### config.mk
export PLATFORM = sky130hd
export DESIGN_NAME = pwm_deadband
export DESIGN_NICKNAME = d
export VERILOG_FILES = /design/src/rtl/pwm_deadband_pkg.sv /design/src/rtl/pwm_dt_regfile.sv /design/src/rtl/pwm_dt_timer.sv /design/src/rtl/pwm_dt_outgen.sv /design/src/rtl/pwm_deadband.sv
export SDC_FILE = /design/constraint.sdc
export NUM_CORES = 1
export LEC_CHECK = 0
export ABC_CLOCK_PERIOD_IN_PS = 8500
export BUFFER_PORTS_ARGS = -buffer_cell sky130_fd_sc_hd__buf_2
export CORE_MARGIN = 1.5
export CORE_UTILIZATION = 41
export DETAILED_ROUTE_END_ITERATION = 10
export PLACE_DENSITY = 0.59
export SETUP_SLACK_MARGIN = 0.5
export SLEW_MARGIN = 10
export SYNTH_ARGS = -nofsm -noshare
export SYNTH_HDL_FRONTEND = slang
export SYNTH_SLANG_ARGS = --single-unit
export TNS_END_PERCENT = 20
### constraint.sdc
create_clock -name clk -period 8.5 [get_ports clk]
set_input_delay 1.7 -clock clk [delete_from_list [all_inputs] [get_ports clk]]
set_output_delay 1.7 -clock clk [all_outputs]
set_load 0.02 [all_outputs]
### src/rtl/pwm_deadband_pkg.sv
package pwm_deadband_pkg;
   // byte lane width of the register window
   localparam int LANE_W = 8;

   function automatic int lanes_for(input int bits);
      return (bits + LANE_W - 1) / LANE_W;
   endfunction

   function automatic int addr_bits_for(input int lanes);
      return (lanes > 1) ? $clog2(lanes) : 1;
   endfunction
endpackage

### src/rtl/pwm_dt_regfile.sv
module pwm_dt_regfile
   import pwm_deadband_pkg::*;
#(
   parameter int              DT_W     = 12,
   parameter logic [DT_W-1:0] DT_RESET = '1,
   parameter int              NLANES   = lanes_for(DT_W),
   parameter int              ADDR_W   = addr_bits_for(NLANES)
)(
   input  logic              clk,
   input  logic              rst_n,
   input  logic              wr_en,
   input  logic [ADDR_W-1:0] wr_addr,
   input  logic [7:0]        wr_data,
   input  logic [ADDR_W-1:0] rd_addr,
   output logic [7:0]        rd_data,
   input  logic              prot_set,
   output logic [DT_W-1:0]   dt_value,
   output logic              locked
);
   localparam int PAD_W = (1 << ADDR_W) * LANE_W;

   logic [DT_W-1:0]  dt_q, dt_d;
   logic             lock_q;
   logic [PAD_W-1:0] rd_pad;

   generate
      for (genvar l = 0; l < NLANES; l++) begin : g_lane
         localparam int LO = l * LANE_W;
         localparam int W  = (DT_W - LO > LANE_W) ? LANE_W : DT_W - LO;
         logic lane_we;
         assign lane_we = wr_en && !lock_q && (wr_addr == ADDR_W'(l));
         assign dt_d[LO +: W] = lane_we ? wr_data[W-1:0] : dt_q[LO +: W];
      end
   endgenerate

   always_ff @(posedge clk or negedge rst_n) begin
      if (!rst_n) begin
         dt_q   <= DT_RESET;
         lock_q <= 1'b0;
      end else begin
         dt_q   <= dt_d;
         lock_q <= lock_q | prot_set;
      end
   end

   always_comb begin
      rd_pad = '0;
      rd_pad[DT_W-1:0] = dt_q;
   end

   assign rd_data  = rd_pad[rd_addr * LANE_W +: LANE_W];
   assign dt_value = dt_q;
   assign locked   = lock_q;

   AST_LOCK_HOLDS_VALUE: assert property (@(posedge clk) disable iff (!rst_n)
      lock_q |=> $stable(dt_q));
   AST_LOCK_STICKY: assert property (@(posedge clk) disable iff (!rst_n)
      lock_q |=> lock_q);
endmodule

### src/rtl/pwm_dt_timer.sv
module pwm_dt_timer #(
   parameter int DT_W    = 12,
   parameter int PRESC_W = 3,
   parameter int CNT_W   = DT_W + PRESC_W
)(
   input  logic               clk,
   input  logic               rst_n,
   input  logic               raw,
   input  logic [DT_W-1:0]    dt_value,
   input  logic [PRESC_W-1:0] presc,
   output logic               raw_q,
   output logic               expired,
   output logic [CNT_W-1:0]   eff_dt
);
   logic [CNT_W-1:0] product;
   logic [CNT_W-1:0] cnt_q;
   logic             edge_seen;

   assign product = CNT_W'(presc) * CNT_W'(dt_value);

   // P of 0 or 1 uses the count as programmed; larger P subtracts one
   always_comb begin
      if (presc <= PRESC_W'(1))
         eff_dt = CNT_W'(dt_value);
      else if (product == '0)
         eff_dt = '0;
      else
         eff_dt = product - CNT_W'(1);
   end

   assign edge_seen = (raw != raw_q);

   always_ff @(posedge clk or negedge rst_n) begin
      if (!rst_n) begin
         raw_q <= 1'b0;
         cnt_q <= '0;
      end else if (edge_seen) begin
         raw_q <= raw;
         cnt_q <= eff_dt;
      end else if (cnt_q != '0) begin
         cnt_q <= cnt_q - CNT_W'(1);
      end
   end

   assign expired = (cnt_q == '0);

   AST_COUNT_DOWN: assert property (@(posedge clk) disable iff (!rst_n)
      (!expired && !edge_seen) |=> (cnt_q == $past(cnt_q) - CNT_W'(1)));
   AST_RESTART_ON_EDGE: assert property (@(posedge clk) disable iff (!rst_n)
      edge_seen |=> (raw_q == $past(raw) && cnt_q == $past(eff_dt)));
endmodule

### src/rtl/pwm_dt_outgen.sv
module pwm_dt_outgen (
   input  logic comp_mode,
   input  logic raw,
   input  logic raw_q,
   input  logic expired,
   output logic out_even,
   output logic out_odd
);
   logic even_ok, odd_ok;

   // an output is allowed only when the live level, the settled level and
   // the expired count all agree; a fresh edge therefore clears it at once
   assign even_ok =  raw &&  raw_q && expired;
   assign odd_ok  = !raw && !raw_q && expired;

   always_comb begin
      if (comp_mode) begin
         out_even = even_ok;
         out_odd  = odd_ok;
      end else begin
         out_even = raw;
         out_odd  = !raw;
      end
   end
endmodule

### src/rtl/pwm_deadband.sv
module pwm_deadband
   import pwm_deadband_pkg::*;
#(
   parameter int                DT_W     = 12,
   parameter int                PRESC_W  = 3,
   parameter logic [DT_W-1:0]   DT_RESET = '1,
   localparam int               NLANES   = lanes_for(DT_W),
   localparam int               ADDR_W   = addr_bits_for(NLANES),
   localparam int               CNT_W    = DT_W + PRESC_W
)(
   input  logic               clk,
   input  logic               rst_n,
   input  logic               wr_en,
   input  logic [ADDR_W-1:0]  wr_addr,
   input  logic [7:0]         wr_data,
   input  logic [ADDR_W-1:0]  rd_addr,
   output logic [7:0]         rd_data,
   input  logic               prot_set,
   input  logic [PRESC_W-1:0] presc,
   input  logic               comp_mode,
   input  logic               pwm_raw,
   output logic               out_even,
   output logic               out_odd
);
   generate
      if (DT_W < 1 || DT_W > 16) begin : g_bad_dt_w
         $error("pwm_deadband: DT_W must lie in 1..16");
      end
      if (PRESC_W < 1 || PRESC_W > 8) begin : g_bad_presc_w
         $error("pwm_deadband: PRESC_W must lie in 1..8");
      end
   endgenerate

   logic [DT_W-1:0]  dt_value;
   logic             locked;
   logic             raw_q;
   logic             expired;
   logic [CNT_W-1:0] eff_dt;

   pwm_dt_regfile #(
      .DT_W    (DT_W),
      .DT_RESET(DT_RESET),
      .NLANES  (NLANES),
      .ADDR_W  (ADDR_W)
   ) regs_i (
      .clk     (clk),
      .rst_n   (rst_n),
      .wr_en   (wr_en),
      .wr_addr (wr_addr),
      .wr_data (wr_data),
      .rd_addr (rd_addr),
      .rd_data (rd_data),
      .prot_set(prot_set),
      .dt_value(dt_value),
      .locked  (locked)
   );

   pwm_dt_timer #(
      .DT_W   (DT_W),
      .PRESC_W(PRESC_W),
      .CNT_W  (CNT_W)
   ) timer_i (
      .clk     (clk),
      .rst_n   (rst_n),
      .raw     (pwm_raw),
      .dt_value(dt_value),
      .presc   (presc),
      .raw_q   (raw_q),
      .expired (expired),
      .eff_dt  (eff_dt)
   );

   pwm_dt_outgen outgen_i (
      .comp_mode(comp_mode),
      .raw      (pwm_raw),
      .raw_q    (raw_q),
      .expired  (expired),
      .out_even (out_even),
      .out_odd  (out_odd)
   );

   AST_NEVER_BOTH: assert property (@(posedge clk) disable iff (!rst_n)
      comp_mode |-> !(out_even && out_odd));
   AST_OFF_ON_EDGE: assert property (@(posedge clk) disable iff (!rst_n)
      (comp_mode && pwm_raw != raw_q) |-> (!out_even && !out_odd));
   AST_EFF_LOW_P: assert property (@(posedge clk) disable iff (!rst_n)
      (presc <= PRESC_W'(1)) |-> (eff_dt == CNT_W'(dt_value)));
   AST_RSVD_ZERO: assert property (@(posedge clk) disable iff (!rst_n)
      (rd_addr == ADDR_W'(NLANES - 1)) |-> (rd_data >> (DT_W - (NLANES - 1) * 8)) == 8'h00);
   AST_UNLOCKED_AT_START: assert property (@(posedge clk) disable iff (!rst_n)
      $rose(locked) |-> $past(prot_set));
endmodule

==> results.py, run 1 <==
metrics = {
    "routing": {
        "first_pass_iters": 4,
        "drt_iter0_drc": 154,
        "dr_total_vias": 2470,
        "drc": 0,
        "drt_wl_total_um": 7000,
        "drt.antenna.violating_nets": 0,
        "routed_via_density": 5.39,
        "avgRoutedWirePerCell_um": 15.3,
    },
    "global_routing": {
        "use_met3_pct": 3.70,
        "grtUsageMet2_pct": 35.8,
        "grt_overflow": 0,
        "top_usage_layer": "met2",
        "use_met1_pct": 26.2,
        "grt_pass1_vias": 2480,
        "grt_pass1_wl_um": 11900,
        "track_usage_pct": 20.4,
        "grt_max_degree": 30,
        "grt_antenna_before_repair": 0,
    },
    "yosys": {
        "synth_seq_cells": 29,
        "synth_compound_area_share_pct": 18.1,
        "synth_xor_area_share_pct": 7.52,
        "synth_area_um2": 2910,
        "syn_inst": 334,
        "synth_cell_type_count": 56,
        "synth_seq_area_share_pct": 25.4,
        "ys_warn_count": 0,
        "synth_top_family_by_area": "simple AND/OR/NAND/NOR gates",
        "ys.flop_type": "dfrtp_1",
        "syn-num-nets": 382,
        "synthMuxAreaShare_pct": 7.26,
        "async_flop_share_pct": 100,
        "post_synth_and_or_nand_nor_area_fraction_pct": 20.8,
        "synth.avg_cell_area_um2": 8.72,
        "synth-edff-count": 0,
        "synth_fa_ha_area_share_pct": 15.3,
    },
    "final_layout": {
        "drive_gt1_share_pct": 24.0,
        "fin_area_um2": 3270,
        "area_delta_synth_final_pct": 12.2,
        "fin_nets": 409,
        "layout_common_cells": "46 x nand2_1, 31 x inv_1, 28 x buf_2, 20 x nor2_1, 18 x ha_1",
        "final_common_cell": "nand2_1",
        "antenna_cells": 0,
        "post-route-util_pct": 47.8,
    },
    "clock_tree": {
        "cts.clk_slew.worst_paths_ns": 0.07,
        "postCtsHoldBufs": 0,
        "htree_levels": 2,
        "cts_tree": "built",
        "clockBufferDepth": 2,
        "clkLatencyLatePin_ns": 0.29,
        "cts_buffers": 5,
        "cts_setup_buffers": 0,
        "clock_sinks": 29,
        "cts_resized": 0,
        "root_buffer": "clkbuf_8",
    },
    "timing": {
        "slew_violations": 0,
        "fmax_mhz": 170,
        "final.period_utilization_pct": 69.3,
        "clock_skew_ns": 0.00812,
        "hold_viol_final": 0,
        "worst_pin_slew_ns": 1.13,
        "fin_tns_setup_ns": 0,
        "grt_setup_unrepaired": "false",
        "period_needed_ns": 5.89,
        "slew_headroom_pct": 24.1,
        "setup_viol": 0,
    },
    "worst_setup_path": {
        "cp_slowest_stage_delay_ns": 0.99,
        "worstPathArrival_ns": 6.01,
        "critPathCapture": "timer_i.cnt_q[0]",
        "cp_top_family": "compound AO/OA/AOI/OAI gates",
        "worstPathRequired_ns": 8.62,
        "worst-path-buf-inv": 3,
        "path_cells": "buf_2 -> nand2_1 -> fa_1 -> inv_1 -> ha_1 -> inv_1 -> fa_1 -> nand2b_2 -> a211oi_1 -> o21ai_0 -> a2111o_1 -> or4_4 -> o41ai_4 -> o221ai_1",
        "reg2reg_to": "timer_i.cnt_q[0]",
        "cp-end-kind": "register",
        "r2r_start": "regs_i.dt_value[0]",
        "cpMaxStageDelayCell": "o41ai_4",
        "critPathLaunchType": "primary input",
        "path_depth": 14,
        "cp-startpoint": "presc[2]",
        "critPathKind": "in2reg",
        "worst-r2r-setup-slack_ns": 3.71,
        "rr_worst_depth": 13,
        "cp_max_fo": 14,
    },
    "power_and_ir_drop": {
        "power_leakage_nw": 1.48,
        "irDropWorstVdd_mv": 0.125,
        "powerDensity_nw_per_um2": 214,
        "power_mw": 0.698,
    },
    "floorplanning": {
        "core_um2": 6830,
        "fp-row-count": 30,
        "dieArea_um2": 7620,
        "io_pins": 29,
        "start_util_pct": 42.6,
        "die_h_um": 87.3,
        "die_w_um": 87.3,
    },
    "status": {
        "run_status": "complete, no violations",
    },
    "hold_path": {
        "hold_path_class": "reg2reg",
        "holdCritStartpoint": "regs_i.locked",
    },
    "placed_design": {
        "place_area_um2": 3150,
        "io_buffer_count": 28,
        "hpwl_um": 5430,
        "gp_congestion": 0.777,
    },
    "flow_run": {
        "cap_viol_max_count": 0,
    },
}
flip-flops by register name, indices dropped and copies added (netlist names):
| signal | flops |
|---|---|
| regs_i.dt_value | 12 |
| regs_i.locked | 1 |
| timer_i.cnt_q | 15 |
| timer_i.raw_q | 1 |
cells in the mapped netlist (all sizes together), types with 10 or more instances:
cell / number / area [um^2]
dfrtp: 17 / 425
inv: 31 / 116
mux2: 17 / 191
dfstp: 12 / 315
nor2: 21 / 81.3
a21oi: 10 / 50.1
xnor2: 13 / 114
nand2: 46 / 173
xor2: 12 / 105
fa: 11 / 220
ha: 18 / 225
o21ai: 20 / 134
worst min path at each step:
stage | to | slack (ns) | cells past startpoint
6_report | regs_i.locked | 0.50 | 1
3_5_place_dp | regs_i.locked | 0.48 | 1
3_3_place_gp | regs_i.locked | 0.47 | 1
5_1_grt | regs_i.locked | 0.51 | 1
4_1_cts | regs_i.locked | 0.50 | 1
2_1_floorplan | regs_i.locked | 0.45 | 1
through the flow:
step / setup slack (ns) / std cells / hold WS [ns]
final: 2.61 / 458 / 0.495
after global routing: 2.27 / 458 / 0.509
after CTS: 2.63 / 458 / 0.499
after detailed placement: 2.32 / 450 / 0.481
after global placement: 2.37 / 450 / 0.472
after floorplan: 3.03 / 334 / 0.452
layer usage:
metal / vias to the layer above / part of all wire (%)
met5: - / 0
met4: 0 / 0.39
met3: 2 / 4.0
met2: 53 / 50
met1: 1190 / 46
li1: 1225 / -
area by class of cell:
type	count	area, um^2
clock buffer	6	82.6
clock inverter	2	37.5
fill	677	3570
inverter	31	116
multi-input combinational	264	2010
sequential	29	741
tap	96	120
timing repair buffer	30	155
power breakdown:
| group | total [mW] | switching, mW | internal (mW) |
|---|---|---|---|
| Clock | 0.151 | 0.0562 | 0.0952 |
| Sequential | 0.219 | 0.0380 | 0.181 |
| Combinational | 0.328 | 0.187 | 0.140 |
| Total | 0.698 | 0.282 | 0.417 |
cell families after synthesis:
kind of cell | after synthesis
buffers and inverters | 41
xor gates and xnor gates | 25
adders and majority gates | 29
AOI/OAI and AO/OA | 69
DFF | 29
and+or+nand+nor | 122
muxes | 19
worst reg2reg max path: cells and delay by family, from the launching register on:
kind            cells  cell delay (ns)
compound gates      5             2.03
fa+ha+maj           3             1.05
buf+inv             2             0.13
flops               1             0.59
simple gates        3             0.84
(Power assumes the default switching activity.)
==> inputs of run 2 (changes only) <==
--- a/config.mk
+++ b/config.mk
@@ -5,7 +5,7 @@
 export SDC_FILE = /design/constraint.sdc
 export NUM_CORES = 1
 export LEC_CHECK = 0
-export ABC_CLOCK_PERIOD_IN_PS = 8500
+export ABC_CLOCK_PERIOD_IN_PS = 5900
 export BUFFER_PORTS_ARGS = -buffer_cell sky130_fd_sc_hd__buf_2
 export CORE_MARGIN = 1.5
 export CORE_UTILIZATION = 41
==> constraint.sdc (replaced) <==
create_clock -name clk -period 5.9 [get_ports clk]
set_input_delay 1.18 -clock clk [delete_from_list [all_inputs] [get_ports clk]]
set_output_delay 1.18 -clock clk [all_outputs]
set_load 0.02 [all_outputs]
==> run 2 against run 1 <==
Compared with the run above:
- design area unchanged
- setup slack lost 1.6 ns
- clock power is 44% higher
- first-iteration DRC count shrank 9.7%
- non-clock buffer count is the same
- critical endpoint is now timer_i.cnt_q[1]
- combinational power up 45%
==> results.py, run 2 (synthesis gave the netlist of run 1 again) <==
metrics = {
    "status": {
        "run_status": "complete, no violations",
    },
    "clock_tree": {
        "htree_levels": 2,
        "cts_buffers": 5,
        "cts.clk_slew.worst_paths_ns": 0.07,
        "cts_resized": 0,
        "cts_setup_buffers": 0,
        "clockBufferDepth": 2,
        "postCtsHoldBufs": 0,
        "root_buffer": "clkbuf_8",
        "clkLatencyLatePin_ns": 0.29,
        "clock_sinks": 29,
        "cts_tree": "built",
    },
    "worst_setup_path": {
        "critPathLaunchType": "primary input",
        "worstPathRequired_ns": 6.04,
        "worst-path-buf-inv": 4,
        "cp_slowest_stage_delay_ns": 0.55,
        "cp-end-kind": "register",
        "cpMaxStageDelayCell": "or4_4",
        "critPathKind": "in2reg",
        "cp_top_family": "compound AO/OA/AOI/OAI gates",
        "path_cells": "buf_2 -> nand2_1 -> fa_1 -> inv_1 -> ha_1 -> inv_1 -> fa_1 -> nand2b_2 -> a211oi_1 -> o21ai_0 -> a2111o_1 -> or4_4 -> o41ai_4 -> buf_4 -> o221ai_1",
        "worstPathArrival_ns": 5.08,
        "cp_max_fo": 14,
    },
    "final_layout": {
        "largest_reg_flops": 15,
        "fin_nets": 409,
        "largest-register": "timer_i.cnt_q",
        "fin_area_um2": 3270,
        "final_common_cell": "nand2_1",
        "area_delta_synth_final_pct": 12.2,
        "antenna_cells": 0,
        "drive_gt1_share_pct": 24.0,
        "post-route-util_pct": 47.8,
        "layout_common_cells": "46 x nand2_1, 31 x inv_1, 28 x buf_2, 20 x nor2_1, 18 x ha_1",
        "stdcell_count": 458,
    },
    "placed_design": {
        "place_area_um2": 3150,
        "dp_slack_ns": 0.667,
        "hpwl_um": 5400,
        "io_buffer_count": 28,
        "gp_congestion": 0.819,
        "placedCellCount": 450,
    },
    "timing": {
        "final.period_utilization_pct": 83.6,
        "period_needed_ns": 4.93,
        "worst_slack_ns": 0.967,
        "slew_headroom_pct": 39.6,
        "fin_tns_setup_ns": 0,
        "fmax_mhz": 203,
        "grt_setup_unrepaired": "false",
        "clock_skew_ns": 0.00816,
        "hold_viol_final": 0,
        "fin_hold_ws_ns": 0.492,
        "slew_violations": 0,
        "worst_pin_slew_ns": 0.899,
        "setup_viol": 0,
    },
    "global_routing": {
        "track_usage_pct": 19.7,
        "use_met1_pct": 26.3,
        "grt_max_degree": 30,
        "grt_antenna_before_repair": 0,
        "grtUsageMet2_pct": 32.2,
        "grt_pass1_vias": 2428,
        "grt_overflow": 0,
        "grt_pass1_wl_um": 11600,
        "top_usage_layer": "met2",
        "use_met3_pct": 3.32,
    },
    "floorplanning": {
        "fp-row-count": 30,
        "io_pins": 29,
        "core_um2": 6830,
        "die_h_um": 87.3,
        "start_util_pct": 42.6,
        "die_w_um": 87.3,
        "dieArea_um2": 7620,
    },
    "routing": {
        "drt.antenna.violating_nets": 0,
        "first_pass_iters": 4,
        "drt_iter0_drc": 139,
        "drt_wl_total_um": 6920,
        "dr_total_vias": 2474,
        "avgRoutedWirePerCell_um": 15.1,
        "drc": 0,
        "routed_via_density": 5.40,
    },
    "hold_path": {
        "hold_path_class": "reg2reg",
    },
    "flow_run": {
        "cap_viol_max_count": 0,
    },
    "power_and_ir_drop": {
        "powerDensity_nw_per_um2": 309,
        "irDropWorstVdd_mv": 0.154,
        "power_leakage_nw": 1.48,
        "power_mw": 1.01,
    },
}
run 2: cell counts in the layout (fill, tap and decap cells not counted):
Identical to the previous run, type by type.
run 2: path summary, 6_finish.rpt:
kind	cells after the start	startpoint	to	slack [ns]
hold reg to reg	1	regs_i.locked	regs_i.locked	0.49
setup / recovery	15	presc[2]	timer_i.cnt_q[1]	0.97
hold / removal	1	regs_i.locked	regs_i.locked	0.49
setup reg to reg	14	regs_i.dt_value[0]	timer_i.cnt_q[1]	1.53
max in group asynchronous	1	rst_n	timer_i.raw_q	4.55
min in group asynchronous	1	rst_n	timer_i.cnt_q[14]	0.92
run 2: report_power, final:
part | switching, mW | internal (mW) | leakage, nW
clock | 0.0810 | 0.137 | 0.0574
combinational | 0.272 | 0.205 | 1.09
sequential | 0.0539 | 0.261 | 0.336
total | 0.407 | 0.603 | 1.48
run 2: final cells by class:
type                            count  area, um^2
Multi-Input combinational cell    264        2010
Inverter                           31         116
Sequential cell                    29         741
Clock inverter                      2        37.5
Tap cell                           96         120
Timing Repair Buffer               30         155
Fill cell                         703        3570
Clock buffer                        6        82.6
run 2: per-layer routing:
metal  up-vias  routed length (um)
li1       1229                   -
met1      1177                3270
met2        60                3300
met3         8                 230
met4         0                 118
met5         -                   0
